--- src/rtl/agu_pkg.sv ---
`timescale 1ns/1ps
package agu_pkg;
  typedef enum logic [1:0] {
    MODE_LIN  = 2'd0,
    MODE_CIRC = 2'd1,
    MODE_BREV = 2'd2
  } agu_mode_e;

  localparam logic [2:0] SEL_IDX  = 3'd0;
  localparam logic [2:0] SEL_BASE = 3'd1;
  localparam logic [2:0] SEL_LEN  = 3'd2;
  localparam logic [2:0] SEL_STEP = 3'd3;
  localparam logic [2:0] SEL_MODE = 3'd4;
endpackage

--- src/rtl/agu_cfg.sv ---
`timescale 1ns/1ps
module agu_cfg import agu_pkg::*; #(
  parameter int AW = 16
) (
  input  logic          clk,
  input  logic          rst_n,
  input  logic          cfg_we,
  input  logic [2:0]    cfg_sel,
  input  logic [AW-1:0] cfg_data,
  output logic [AW-1:0] base_q,
  output logic [AW-1:0] len_q,
  output logic [AW-1:0] step_q,
  output logic [1:0]    mode_q
);
  always_ff @(posedge clk) begin
    if (!rst_n) begin
      base_q <= '0;
      len_q  <= '0;
      step_q <= '0;
      mode_q <= MODE_LIN;
    end else if (cfg_we) begin
      case (cfg_sel)
        SEL_BASE: base_q <= cfg_data;
        SEL_LEN:  len_q  <= cfg_data;
        SEL_STEP: step_q <= cfg_data;
        SEL_MODE: mode_q <= cfg_data[1:0];
        default:  ;
      endcase
    end
  end
endmodule

--- src/rtl/agu_step.sv ---
`timescale 1ns/1ps
module agu_step import agu_pkg::*; #(
  parameter int AW = 16
) (
  input  logic [AW-1:0] idx,
  input  logic [AW-1:0] base,
  input  logic [AW-1:0] len,
  input  logic [AW-1:0] step,
  input  logic [1:0]    mode,
  input  logic [1:0]    size,
  output logic [AW-1:0] nxt,
  output logic          err
);
  logic [AW-1:0] meff, mag, sum, lim, mask, off, radd;
  logic          neg, pow2;

  function automatic logic [AW-1:0] rev_carry_add(
    input logic [AW-1:0] a, input logic [AW-1:0] b, input logic [AW-1:0] m);
    logic [AW-1:0] r;
    logic c;
    r = '0;
    c = 1'b0;
    for (int i = AW - 1; i >= 0; i--) begin
      if (m[i]) begin
        r[i] = a[i] ^ b[i] ^ c;
        c    = (a[i] & b[i]) | (c & (a[i] ^ b[i]));
      end
    end
    return r;
  endfunction

  always_comb begin
    case (size)
      2'd0:    meff = step;
      2'd1:    meff = step << 1;
      default: meff = step << 2;
    endcase
    neg  = meff[AW-1];
    mag  = neg ? (~meff + 1'b1) : meff;
    sum  = idx + meff;
    lim  = base + len;
    mask = len - 1'b1;
    pow2 = (len != '0) && ((len & mask) == '0);
    off  = (idx - base) & mask;
    radd = rev_carry_add(off, meff & mask, mask);
  end

  always_comb begin
    err = 1'b0;
    nxt = sum;
    if (mode == MODE_CIRC) begin
      if (mag > len) begin
        err = 1'b1;
        nxt = base;
      end else if (!neg && sum >= lim) begin
        nxt = sum - len;
      end else if (neg && sum < base) begin
        nxt = sum + len;
      end
    end else if (mode == MODE_BREV) begin
      if (!pow2) begin
        err = 1'b1;
        nxt = base;
      end else begin
        nxt = base + radd;
      end
    end
  end
endmodule

--- src/rtl/agu_core.sv ---
`timescale 1ns/1ps
module agu_core import agu_pkg::*; #(
  parameter int AW = 16
) (
  input  logic          clk,
  input  logic          rst_n,
  input  logic          cfg_we,
  input  logic [2:0]    cfg_sel,
  input  logic [AW-1:0] cfg_data,
  input  logic          req_valid,
  output logic          req_ready,
  input  logic [1:0]    req_size,
  output logic          addr_valid,
  input  logic          addr_ready,
  output logic [AW-1:0] addr,
  output logic          stride_err
);
  logic [AW-1:0] idx_q, base_w, len_w, step_w, nxt_w;
  logic [1:0]    mode_w;
  logic          err_w, fire;

  agu_cfg #(.AW(AW)) u_cfg (
    .clk(clk), .rst_n(rst_n), .cfg_we(cfg_we), .cfg_sel(cfg_sel),
    .cfg_data(cfg_data), .base_q(base_w), .len_q(len_w),
    .step_q(step_w), .mode_q(mode_w)
  );

  agu_step #(.AW(AW)) u_step (
    .idx(idx_q), .base(base_w), .len(len_w), .step(step_w),
    .mode(mode_w), .size(req_size), .nxt(nxt_w), .err(err_w)
  );

  assign fire       = req_valid & addr_ready;
  assign req_ready  = addr_ready;
  assign addr_valid = req_valid;
  assign addr       = idx_q;
  assign stride_err = fire & err_w;

  always_ff @(posedge clk) begin
    if (!rst_n)                          idx_q <= '0;
    else if (cfg_we && cfg_sel == SEL_IDX) idx_q <= cfg_data;
    else if (fire)                       idx_q <= nxt_w;
  end
endmodule

--- config.mk ---
export PLATFORM = sky130hd
export DESIGN_NAME = agu_core
export DESIGN_NICKNAME = d
export VERILOG_FILES = /design/src/rtl/agu_pkg.sv /design/src/rtl/agu_cfg.sv /design/src/rtl/agu_step.sv /design/src/rtl/agu_core.sv
export SDC_FILE = /design/constraint.sdc
export NUM_CORES = 1
export LEC_CHECK = 0
export BUFFER_PORTS_ARGS = -buffer_cell sky130_fd_sc_hd__buf_2
export CAP_MARGIN = 10
export CELL_PAD_IN_SITES_DETAIL_PLACEMENT = 1
export CELL_PAD_IN_SITES_GLOBAL_PLACEMENT = 2
export CORE_ASPECT_RATIO = 2
export CORE_MARGIN = 4
export CORE_UTILIZATION = 39
export DETAILED_ROUTE_END_ITERATION = 10
export PLACE_DENSITY = 0.82
export RECOVER_POWER = 25
export SLEW_MARGIN = 20
export SYNTH_ARGS = -nofsm -noshare
export SYNTH_HDL_FRONTEND = slang
export SYNTH_HIERARCHICAL = 1
export SYNTH_SLANG_ARGS = --single-unit
export TNS_END_PERCENT = 20
--- constraint.sdc ---
create_clock -name clk -period 19 [get_ports clk]
set_clock_uncertainty 0.1 [all_clocks]
set_input_delay 0 -clock clk [delete_from_list [all_inputs] [get_ports clk]]
set_output_delay 0 -clock clk [all_outputs]
set_load 0.1 [all_outputs]
Word-level counts from Yosys, hierarchy flattened
Cells that the tools add are included.
{"block": "word_totals", "in_bits": 26, "register_bits": 66, "output_inout_bits": 19}
{"block": "classes", "eq_ne": 7, "magnitude_cmp": 3, "reduce_logical": 14, "n_addsub": 8, "bitwise_logic": 80, "mux": 45}
{"operator": "two-way mux 16 bit", "count": 9}
{"operator": "adder 16 bit", "count": 4}
{"operator": "bitwise AND 16 bit", "count": 3}
{"operator": "two-way mux 1 bit", "count": 35}
{"operator": "one-hot mux 16 bit (2 select lines)", "count": 1}
{"operator": "subtractor 16 bit", "count": 2}
{"operator": "bitwise AND 1 bit", "count": 31}
{"operator": "bitwise XOR 1 bit", "count": 31}
{"operator": "adder 16 x 1 -> 16 bit, second input constant", "count": 1}
{"operator": ">= comparator 16 bit", "count": 1}
{"operator": "greater-than comparator 16 bit", "count": 1}
{"operator": "zero test 16 bit", "count": 1}
{"operator": "less-than comparator 16 bit", "count": 1}
{"operator": "inverter 16 bit", "count": 1}
{"operator": "nonzero test 16 bit", "count": 1}
{"operator": "subtractor 16 x 1 -> 16 bit, second input constant", "count": 1}
{"operator": "OR 1 bit", "count": 14}
{"operator": "AND reduction 2 bit", "count": 4}
{"operator": "equality test 3 x 2 -> 1 bit, second input constant", "count": 2}
{"operator": "equality test 2 x 1 -> 1 bit, second input constant", "count": 2}
{"operator": "logical AND 1 bit", "count": 4}
{"operator": "equality test 3 x 1 -> 1 bit, second input constant", "count": 1}
{"operator": "equality test 3 bit, second input constant", "count": 1}
{"operator": "zero test 3 bit", "count": 1}
{"operator": "4 further kinds", "count": 4}

Longest topological paths before layout
Gate-level depths: netlist of run 1.
{"block": "logic_depth", "depth_word": 55, "depth_mapped": 67}

By module
Netlist of run 1, hierarchy kept.
{"mod": "agu_step", "seq_area_each_um2": 0.0, "area_per_inst_um2": 7927.6, "n_inst": 1, "cells_per_inst": 1097}
{"mod": "agu_cfg", "seq_area_each_um2": 1001.0, "area_per_inst_um2": 1908.1, "n_inst": 1, "cells_per_inst": 183}
{"mod": "agu_core", "seq_area_each_um2": 320.3, "area_per_inst_um2": 729.4, "n_inst": 1, "cells_per_inst": 75}

Worst setup path after synthesis of run 1
No wires, ideal clock.
{"block": "synth_timing", "kind": "flip-flop to flip-flop", "startpoint": "reg idx_q[0], in the netlist addr[0]", "endpoint": "reg idx_q[12], in the netlist addr[12]", "setup_ns": 0.071, "t_arrival_ns": 13.749, "path_stages_with_launch": 67, "path_slack_ns": 5.080, "path_buffers": 0, "path_cell_list": "dfxtp_1 inv_1 ha_1 fa_1 nor2b_1 o21ai_0 a21boi_0 o21ai_0 a21oi_1 a211oi_1 o41ai_1 xnor2_1 nor2_1 fa_1 nand2b_1 and2_1 fa_1 nor2b_1 [31 not listed] fa_1 mux2i_1 xnor2_1 nor2_1 ha_1 inv_1 fa_1 nor2b_1 o21a_1 o21ai_0 a211oi_1 nor2_1 a21oi_1 xor2_1 a21oi_1 o31ai_1 mux2i_1 a21oi_1"}
{"block": "synth_between", "elab_chain_len": 54, "word_cells_on_any_way": 117}
{"item": "start, declared", "line": "agu_core.sv:18", "source": "logic [AW-1:0] idx_q, base_w, len_w, step_w, nxt_w;"}
{"item": "start signal, assigned", "line": "agu_core.sv:41", "source": "else if (cfg_we && cfg_sel == SEL_IDX) idx_q <= cfg_data;"}
{"item": "start signal, assigned", "line": "agu_core.sv:42", "source": "else if (fire) idx_q <= nxt_w;"}
{"item": "subtractor 16 bit", "line": "agu_step.sv:44", "source": "off = (idx - base) & mask;"}
{"item": "bitwise AND 16 bit", "line": "agu_step.sv:44"}
{"item": "bitwise AND 1 bit", "line": "agu_step.sv:26", "source": "c = (a[i] & b[i]) | (c & (a[i] ^ b[i]));"}
{"item": "two-way mux 1 bit", "line": "agu_step.sv:24", "source": "if (m[i]) begin"}
{"item": "bitwise AND 1 bit", "line": "agu_step.sv:26"}
{"item": "OR 1 bit", "line": "agu_step.sv:26"}
{"item": "two-way mux 1 bit", "line": "agu_step.sv:24"}
{"item": "bitwise AND 1 bit", "line": "agu_step.sv:26"}
{"item": "[39 not listed]"}
{"item": "two-way mux 1 bit", "line": "agu_step.sv:24"}
{"item": "adder 16 bit", "line": "agu_step.sv:65", "source": "nxt = base + radd;"}
{"item": "two-way mux 16 bit", "line": "agu_step.sv:61", "source": "if (!pow2) begin"}
{"item": "two-way mux 16 bit", "line": "agu_step.sv:60", "source": "end else if (mode == MODE_BREV) begin"}
{"item": "two-way mux 16 bit (*)", "line": "agu_step.sv:51", "source": "if (mode == MODE_CIRC) begin"}
{"item": "named net nxt_w[12]", "line": "agu_core.sv:18"}
{"item": "two-way mux 16 bit (*)", "line": "agu_core.sv:42"}
{"item": "two-way mux 16 bit (*)", "line": "agu_core.sv:41"}
Mark *: on every way through the listed nets, which the timed path passes. The rest lies on a longest branch. The select of a mux whose other input is x is not followed.
A chain may end at the register's enable or synchronous reset.

Worst setup path in the final report of run 1
{"block": "layout_timing", "startpoint": "reg u_cfg.base_q[1]", "endpoint": "reg idx_q[14], in the netlist addr[14]"}
{"block": "layout_between", "elab_chain_len": 54, "word_cells_on_any_way": 118}
{"item": "start, declared", "line": "agu_cfg.sv:10", "source": "output logic [AW-1:0] base_q,"}
{"item": "start signal, assigned", "line": "agu_cfg.sv:23", "source": "SEL_BASE: base_q <= cfg_data;"}
{"item": "subtractor 16 bit", "line": "agu_step.sv:44"}
{"item": "bitwise AND 16 bit", "line": "agu_step.sv:44"}
{"item": "bitwise AND 1 bit", "line": "agu_step.sv:26"}
{"item": "two-way mux 1 bit", "line": "agu_step.sv:24"}
{"item": "bitwise AND 1 bit", "line": "agu_step.sv:26"}
{"item": "OR 1 bit", "line": "agu_step.sv:26"}
{"item": "two-way mux 1 bit", "line": "agu_step.sv:24"}
{"item": "bitwise AND 1 bit", "line": "agu_step.sv:26"}
{"item": "[39 not listed]"}
{"item": "two-way mux 1 bit", "line": "agu_step.sv:24"}
{"item": "adder 16 bit", "line": "agu_step.sv:65"}
{"item": "two-way mux 16 bit", "line": "agu_step.sv:61"}
{"item": "two-way mux 16 bit", "line": "agu_step.sv:60"}
{"item": "two-way mux 16 bit (*)", "line": "agu_step.sv:51"}
{"item": "named net nxt_w[14]", "line": "agu_core.sv:18"}
{"item": "two-way mux 16 bit (*)", "line": "agu_core.sv:42"}
{"item": "two-way mux 16 bit (*)", "line": "agu_core.sv:41"}
Marks and branches as above.

==> impl_metrics.tcl, run 1 <==
set metrics [dict create \
    routed_wl_mm 42.5 \
    cp-end-kind "register" \
    min_path_cells 3 \
    clk_path_buf_depth 2 \
    htree_levels 3 \
    violations "capacitance limit, slew limit" \
    grt-ovfl-total 0 \
    grt_max_degree 83 \
    syn2layout_area_growth_pct 9.41 \
    detail-route-antenna-nets 0 \
    layout.nets 1604 \
    grt_pass1_vias 11100 \
    cts.reportedPaths.clkPinSlew_ns 0.07 \
    ctsResizeCount 0 \
    dr.pass1.iters 4 \
    drt-vias-per-instance 6.01 \
    dp_hpwl_mm 35.2 \
    postCtsSetupBuffers 0 \
    final_common_cell "ha_1" \
    die_h_um 241 \
    r2r-start "u_cfg/base_q[1]$_SDFFE_PN0P_" \
    drive_gt1_share_pct 9.31 \
    ir_drop_uv 43.2 \
    fmax_mhz 67.6 \
    start_util_pct 39.4 \
    ys_seq_area_share_pct 12.5 \
    syn_inst 1355 \
    die_w_um 124 \
    maxSlewViolCount 83 \
    final_cell_mix "ha_1, nand2_1, nor2_1, a21oi_1, inv_1" \
    hold_viol_final 0 \
    synth_edf_count 0 \
    grt_antenna_before_repair 0 \
    worst_r2r_endpoint "addr[14]$_SDFFE_PN0P_" \
    hold_path.class "in -> reg" \
    fillers 3434 \
    crit_top_cell "fa_1" \
    relSlewSlack_pct -118 \
    power_density_mw_per_mm2 64.6 \
    clockRootBuffer "clkbuf_16" \
    syn_avg_cell_area_um2 7.80 \
    cp_max_fo 7 \
    setup_tns_ns 0 \
    cp.required_ns 19.17 \
    worstSkewPairLatency_ns 0.35 \
    tritoncts "yes" \
    critPathLaunchType "register" \
    cts.sinks 66 \
    leakage_nw 5.24 \
    core_area_mm2 0.0268 \
    synth_nets 1557 \
    wl_per_cell_um 24.2 \
    diodes 0 \
    preCtsSetupSlack_ns 4.43 \
    register_area_mm2 0.00132 \
    critical_path_class "reg -> reg" \
    hold_start "cfg_sel[1]" \
    rsz0062_at_grt "no" \
    fin_area_mm2 0.0116 \
    worst_slack_ns 4.20 \
    period_share_pct 77.9 \
    gr-usage-all-layers_pct 27.5 \
    slowest_delay_ns 0.52 \
    fin_crit_ns 14.80 \
    setup_viol_count_final 0 \
    yosys_warnings 6 \
    cap_violations 1 \
    async_flop_share_pct 0 \
    vias 10500 \
    synth_area_mm2 0.0106 \
    yosysUniqueCellTypes 96 \
    io_pins 45 \
    synthFlopType "dfxtp_1" \
    status "finished, violations left" \
    dpl_cell_area_mm2 0.0111 \
    gp_congestion 0.930 \
    ys_ff_latch 66 \
    critical_path_arrival_ns 14.97 \
    die_area_mm2 0.0299 \
    port_buffers 44 \
    grt_pass1_wl_mm 63.0 \
    r2r_slack_ns 4.20 \
    whs_endpoint "u_cfg/mode_q[1]$_SDFFE_PN0P_" \
    drt_iter0_drc 458 \
    rows 85 \
    max_slew.worst_pin.slew_ns 3.27 \
    rr_worst_depth 66 \
    cp_slowest_cell "dfxtp_1" \
    fin_util_pct 43.1 \
    cts_buffers 9 \
    drcViolationCount 0 \
    multiInputGateArea_mm2 0.00859 \
]
sequential cells by signal, indices dropped and copies added (netlist names):
signal / cells
addr: 16
u_cfg/mode_q: 2
u_cfg/base_q: 16
u_cfg/step_q: 16
u_cfg/len_q: 16
report_power, final:
group / switching [mW] / internal [mW] / total, mW
sequential: 0.00725 / 0.143 / 0.150
combinational: 0.246 / 0.147 / 0.393
clock: 0.0745 / 0.129 / 0.203
total: 0.328 / 0.418 / 0.746
worst max-delay path: cells and delay by family (launching register included):
| kind | cells | cell delay (ns) |
|---|---|---|
| muxes | 5 | 1.13 |
| buffers and inverters | 2 | 0.25 |
| and+or+nand+nor | 20 | 2.67 |
| xor gates and xnor gates | 2 | 0.25 |
| AOI/OAI and AO/OA | 19 | 3.72 |
| DFF | 1 | 0.52 |
| adders and majority gates | 18 | 6.11 |
cells in the mapped netlist (10+ instances only):
cell,n,area share (%)
nand3_1,28,1.3
clkbuf_1,10,0.36
a21o_1,24,1.7
inv_1,83,2.9
nor2b_1,19,1.1
fa_1,20,3.8
or3_1,17,1.0
nor3_1,37,1.8
o21ai_0,62,2.9
buf_6,12,1.3
nand2b_1,29,1.7
nand4_1,12,0.71
xnor2_1,42,3.5
ha_1,156,18
a31oi_1,15,0.89
o21a_1,13,0.92
a211oi_1,16,1.1
dfxtp_1,66,13
o21ai_1,25,1.2
nand2_1,139,4.9
a21oi_1,100,4.7
xor2_1,23,1.9
nor4_1,10,0.59
o22ai_1,15,0.89
nor2_1,107,3.8
mux2i_1,82,7.8
buf_2,18,0.85
repair_timing:
| action | CTS | global route |
|---|---|---|
| endpoints found under the setup margin | 0 | 0 |
| hold endpoints to repair | 58 | 0 |
| hold buffers | 16 | 0 |
cell families after synthesis:
logic type / Yosys count / synth area share, %
flops: 66 / 12.5
simple gates: 449 / 20.7
xor+xnor: 65 / 5.39
fa+ha+maj: 176 / 22.3
mux: 86 / 8.22
compound gates: 381 / 24.7
buf+inv: 132 / 6.21
metal layers:
metal	GRT usage (%)	up-vias	share of wire [%]	wire, um
met5	0	-	0	0
met4	28.7	0	13	5360
met3	1.97	158	2.0	839
met2	53.4	236	54	22800
met1	23.7	5097	32	13500
li1	-	5052	-	-
stage by stage:
| step | cells | hold slack, ns | total power, mW |
|---|---|---|---|
| after floorplan | 1355 | 0.0384 | 0.438 |
| after global placement | 1723 | 0.206 | 0.530 |
| after detailed placement | 1723 | 0.219 | 0.539 |
| after CTS | 1755 | 0.134 | 0.748 |
| after global routing | 1755 | 0.152 | 0.791 |
| final | 1755 | 0.144 | 0.746 |
cell type report:
type / instances / share of cell area, %
Multi-Input combinational cell: 1157 / 74.3
Sequential cell: 66 / 11.4
Timing Repair Buffer: 83 / 4.73
Tap cell: 348 / 3.77
Inverter: 85 / 2.76
Clock buffer: 10 / 1.98
Clock inverter: 6 / 0.985
worst max path at each step:
stage	to	cells after the start	slack, ns	start
final	addr[14]$_SDFFE_PN0P_	66	4.20	u_cfg/base_q[1]$_SDFFE_PN0P_
after global placement	addr[12]$_SDFFE_PN0P_	66	4.87	u_cfg/base_q[1]$_SDFFE_PN0P_
after floorplan	addr[12]$_SDFFE_PN0P_	66	5.08	addr[0]$_SDFFE_PN0P_
after global routing	addr[12]$_SDFFE_PN0P_	67	3.21	u_cfg/base_q[1]$_SDFFE_PN0P_
after CTS	addr[12]$_SDFFE_PN0P_	66	4.28	u_cfg/base_q[1]$_SDFFE_PN0P_
after detailed placement	addr[12]$_SDFFE_PN0P_	66	4.43	u_cfg/base_q[1]$_SDFFE_PN0P_
Power figures use the tool's default switching activity.
==> run 2: changes to the inputs <==
--- a/config.mk
+++ b/config.mk
@@ -11,9 +11,9 @@
 export CELL_PAD_IN_SITES_GLOBAL_PLACEMENT = 2
 export CORE_ASPECT_RATIO = 2
 export CORE_MARGIN = 4
-export CORE_UTILIZATION = 39
+export CORE_UTILIZATION = 35
 export DETAILED_ROUTE_END_ITERATION = 10
-export PLACE_DENSITY = 0.82
+export PLACE_DENSITY = 0.78
 export RECOVER_POWER = 25
 export SLEW_MARGIN = 20
 export SYNTH_ARGS = -nofsm -noshare
==> constraint.sdc (replaced) <==
create_clock -name clk -period 13.4 [get_ports clk]
set_clock_uncertainty 0.1 [all_clocks]
set_input_delay 0 -clock clk [delete_from_list [all_inputs] [get_ports clk]]
set_output_delay 0 -clock clk [all_outputs]
set_load 0.1 [all_outputs]
==> impl_metrics.tcl, run 2 (synthesis gave the netlist of run 1 again) <==
set metrics [dict create \
    status "finished, violations left" \
    violations "setup timing" \
    drcViolationCount 0 \
    fillers 3667 \
    io_pins 45 \
    placedCellCount 1824 \
    multiInputGateArea_mm2 0.00892 \
    vias 11100 \
    power.share.combinational_pct 58.1 \
    final_cell_mix "ha_1, nand2_1, buf_4, nor2_1, a21oi_1" \
    cp.required_ns 13.57 \
    hold_path.class "in -> reg" \
    die_h_um 254 \
    dr.pass1.iters 6 \
    slowest_delay_ns 0.40 \
    clockPowerShare_pct 23.1 \
    fin_crit_ns 13.73 \
    cts.sinks 66 \
    internal_power_uw 611 \
    crit_top_cell "fa_2" \
    drt_iter0_drc 460 \
    period_share_pct 102 \
    critical_path_class "reg -> reg" \
    grt_max_degree 83 \
    drive_gt1_share_pct 20.6 \
    grt_pass1_vias 11700 \
    tritoncts "yes" \
    cp-end-kind "register" \
    worstSkewPairLatency_ns 0.34 \
    maxSlewViolCount 0 \
    htree_levels 3 \
    clk_path_buf_depth 2 \
    rows 89 \
    port_buffers 44 \
    fin_cells 1879 \
    syn2layout_area_growth_pct 20.3 \
    die_w_um 131 \
    max_slew.worst_pin.slew_ns 1.20 \
    hold_viol_final 0 \
    gr-usage-all-layers_pct 27.7 \
    grt_pass1_wl_mm 68.1 \
    register_area_mm2 0.00134 \
    dp_hpwl_mm 38.5 \
    final_common_cell "ha_1" \
    detail-route-antenna-nets 0 \
    rsz0062_at_grt "yes" \
    diodes 0 \
    die_area_mm2 0.0332 \
    gp_congestion 0.966 \
    grt_antenna_before_repair 0 \
    core_area_mm2 0.0296 \
    clockRootBuffer "clkbuf_16" \
    setup_viol_count_final 11 \
    p_sw_uw 492 \
    relSlewSlack_pct 18.8 \
    ir_drop_uv 67.0 \
    wl_per_cell_um 24.8 \
    grt-ovfl-total 0 \
    layout.nets 1712 \
    hold_ws_ns 0.0981 \
    worst_slack_ns -0.331 \
    leakage_nw 5.87 \
    fin_area_mm2 0.0127 \
    cp_slowest_cell "fa_2" \
    cts_buffers 9 \
    dpl_cell_area_mm2 0.0117 \
    setup_tns_ns -1.65 \
    drt-vias-per-instance 5.88 \
    fin_util_pct 42.9 \
    pwr-share-seq_pct 18.8 \
    swShare_pct 44.6 \
    routed_wl_mm 46.6 \
    critPathLaunchType "register" \
    critical_path_arrival_ns 13.90 \
    p_total_mw 1.10 \
    power_density_mw_per_mm2 86.8 \
    cp_max_fo 3 \
    fmax_mhz 72.8 \
    start_util_pct 35.7 \
    preCtsSetupSlack_ns -0.750 \
    cts.reportedPaths.clkPinSlew_ns 0.06 \
    cap_violations 0 \
]
## run 2: changes by cell type in the layout (fill, tap and decap cells not counted), moves of 6 or more
cell / previous run / this run
buf_4: 22 / 131
a21oi_1: 100 / 92
o21ai_0: 62 / 55
nor2b_1: 19 / 13
a21oi_2: 3 / 11
fa_1: 20 / 4
fa_2: 0 / 16
## run 2: final cells by class
| cell class | instances | area share, % |
|---|---|---|
| clock buffer | 11 | 1.99 |
| timing repair buffer | 191 | 10.7 |
| tap | 364 | 3.58 |
| multi-input combinational | 1157 | 70.2 |
| sequential | 66 | 10.5 |
| inverter | 85 | 2.53 |
| clock inverter | 5 | 0.463 |
## run 2: power by group through the flow
stage          Combinational (mW)  Clock (mW)  Sequential [mW]
2_1_floorplan               0.390           0            0.231
3_3_place_gp                0.563           0            0.211
3_5_place_dp                0.578           0            0.211
4_1_cts                     0.606       0.261            0.207
5_1_grt                     0.692       0.267            0.208
6_report                    0.642       0.255            0.207
## run 2: timing repair
item	in CTS	in global routing
setup endpoints to repair	15	15
buffers inserted	12	11
gates resized for setup	41	50
pin swaps	33	51
hold buffers	16	0
hold endpoints to repair	62	0
## run 2: worst paths after layout
check | from | to | slack (ns) | cells past startpoint
hold / removal | cfg_sel[2] | u_cfg/mode_q[1]$_SDFFE_PN0P_ | 0.1 | 3
hold reg to reg | u_cfg/step_q[15]$_SDFFE_PN0P_ | u_cfg/step_q[15]$_SDFFE_PN0P_ | 0.39 | 2
setup reg to reg | u_cfg/base_q[1]$_SDFFE_PN0P_ | addr[12]$_SDFFE_PN0P_ | -0.33 | 67
setup / recovery | u_cfg/base_q[1]$_SDFFE_PN0P_ | addr[12]$_SDFFE_PN0P_ | -0.33 | 67
## run 2: worst max-delay path, delay by kind of cell (launching register included)
family / cells / cell delay [ns]
xor gates and xnor gates: 2 / 0.30
AOI/OAI and AO/OA: 20 / 3.32
muxes: 5 / 1.17
buffers and inverters: 2 / 0.08
DFF: 1 / 0.37
adders and majority gates: 18 / 5.94
and+or+nand+nor: 20 / 2.35
## run 2: per-layer routing
layer / global-route usage (%) / wire, um / vias to the layer above
li1: - / - / 5252
met1: 23.6 / 14700 / 5353
met2: 51.7 / 24700 / 268
met3: 1.96 / 840 / 183
met4: 29.8 / 6310 / 0
met5: 0 / 0 / -
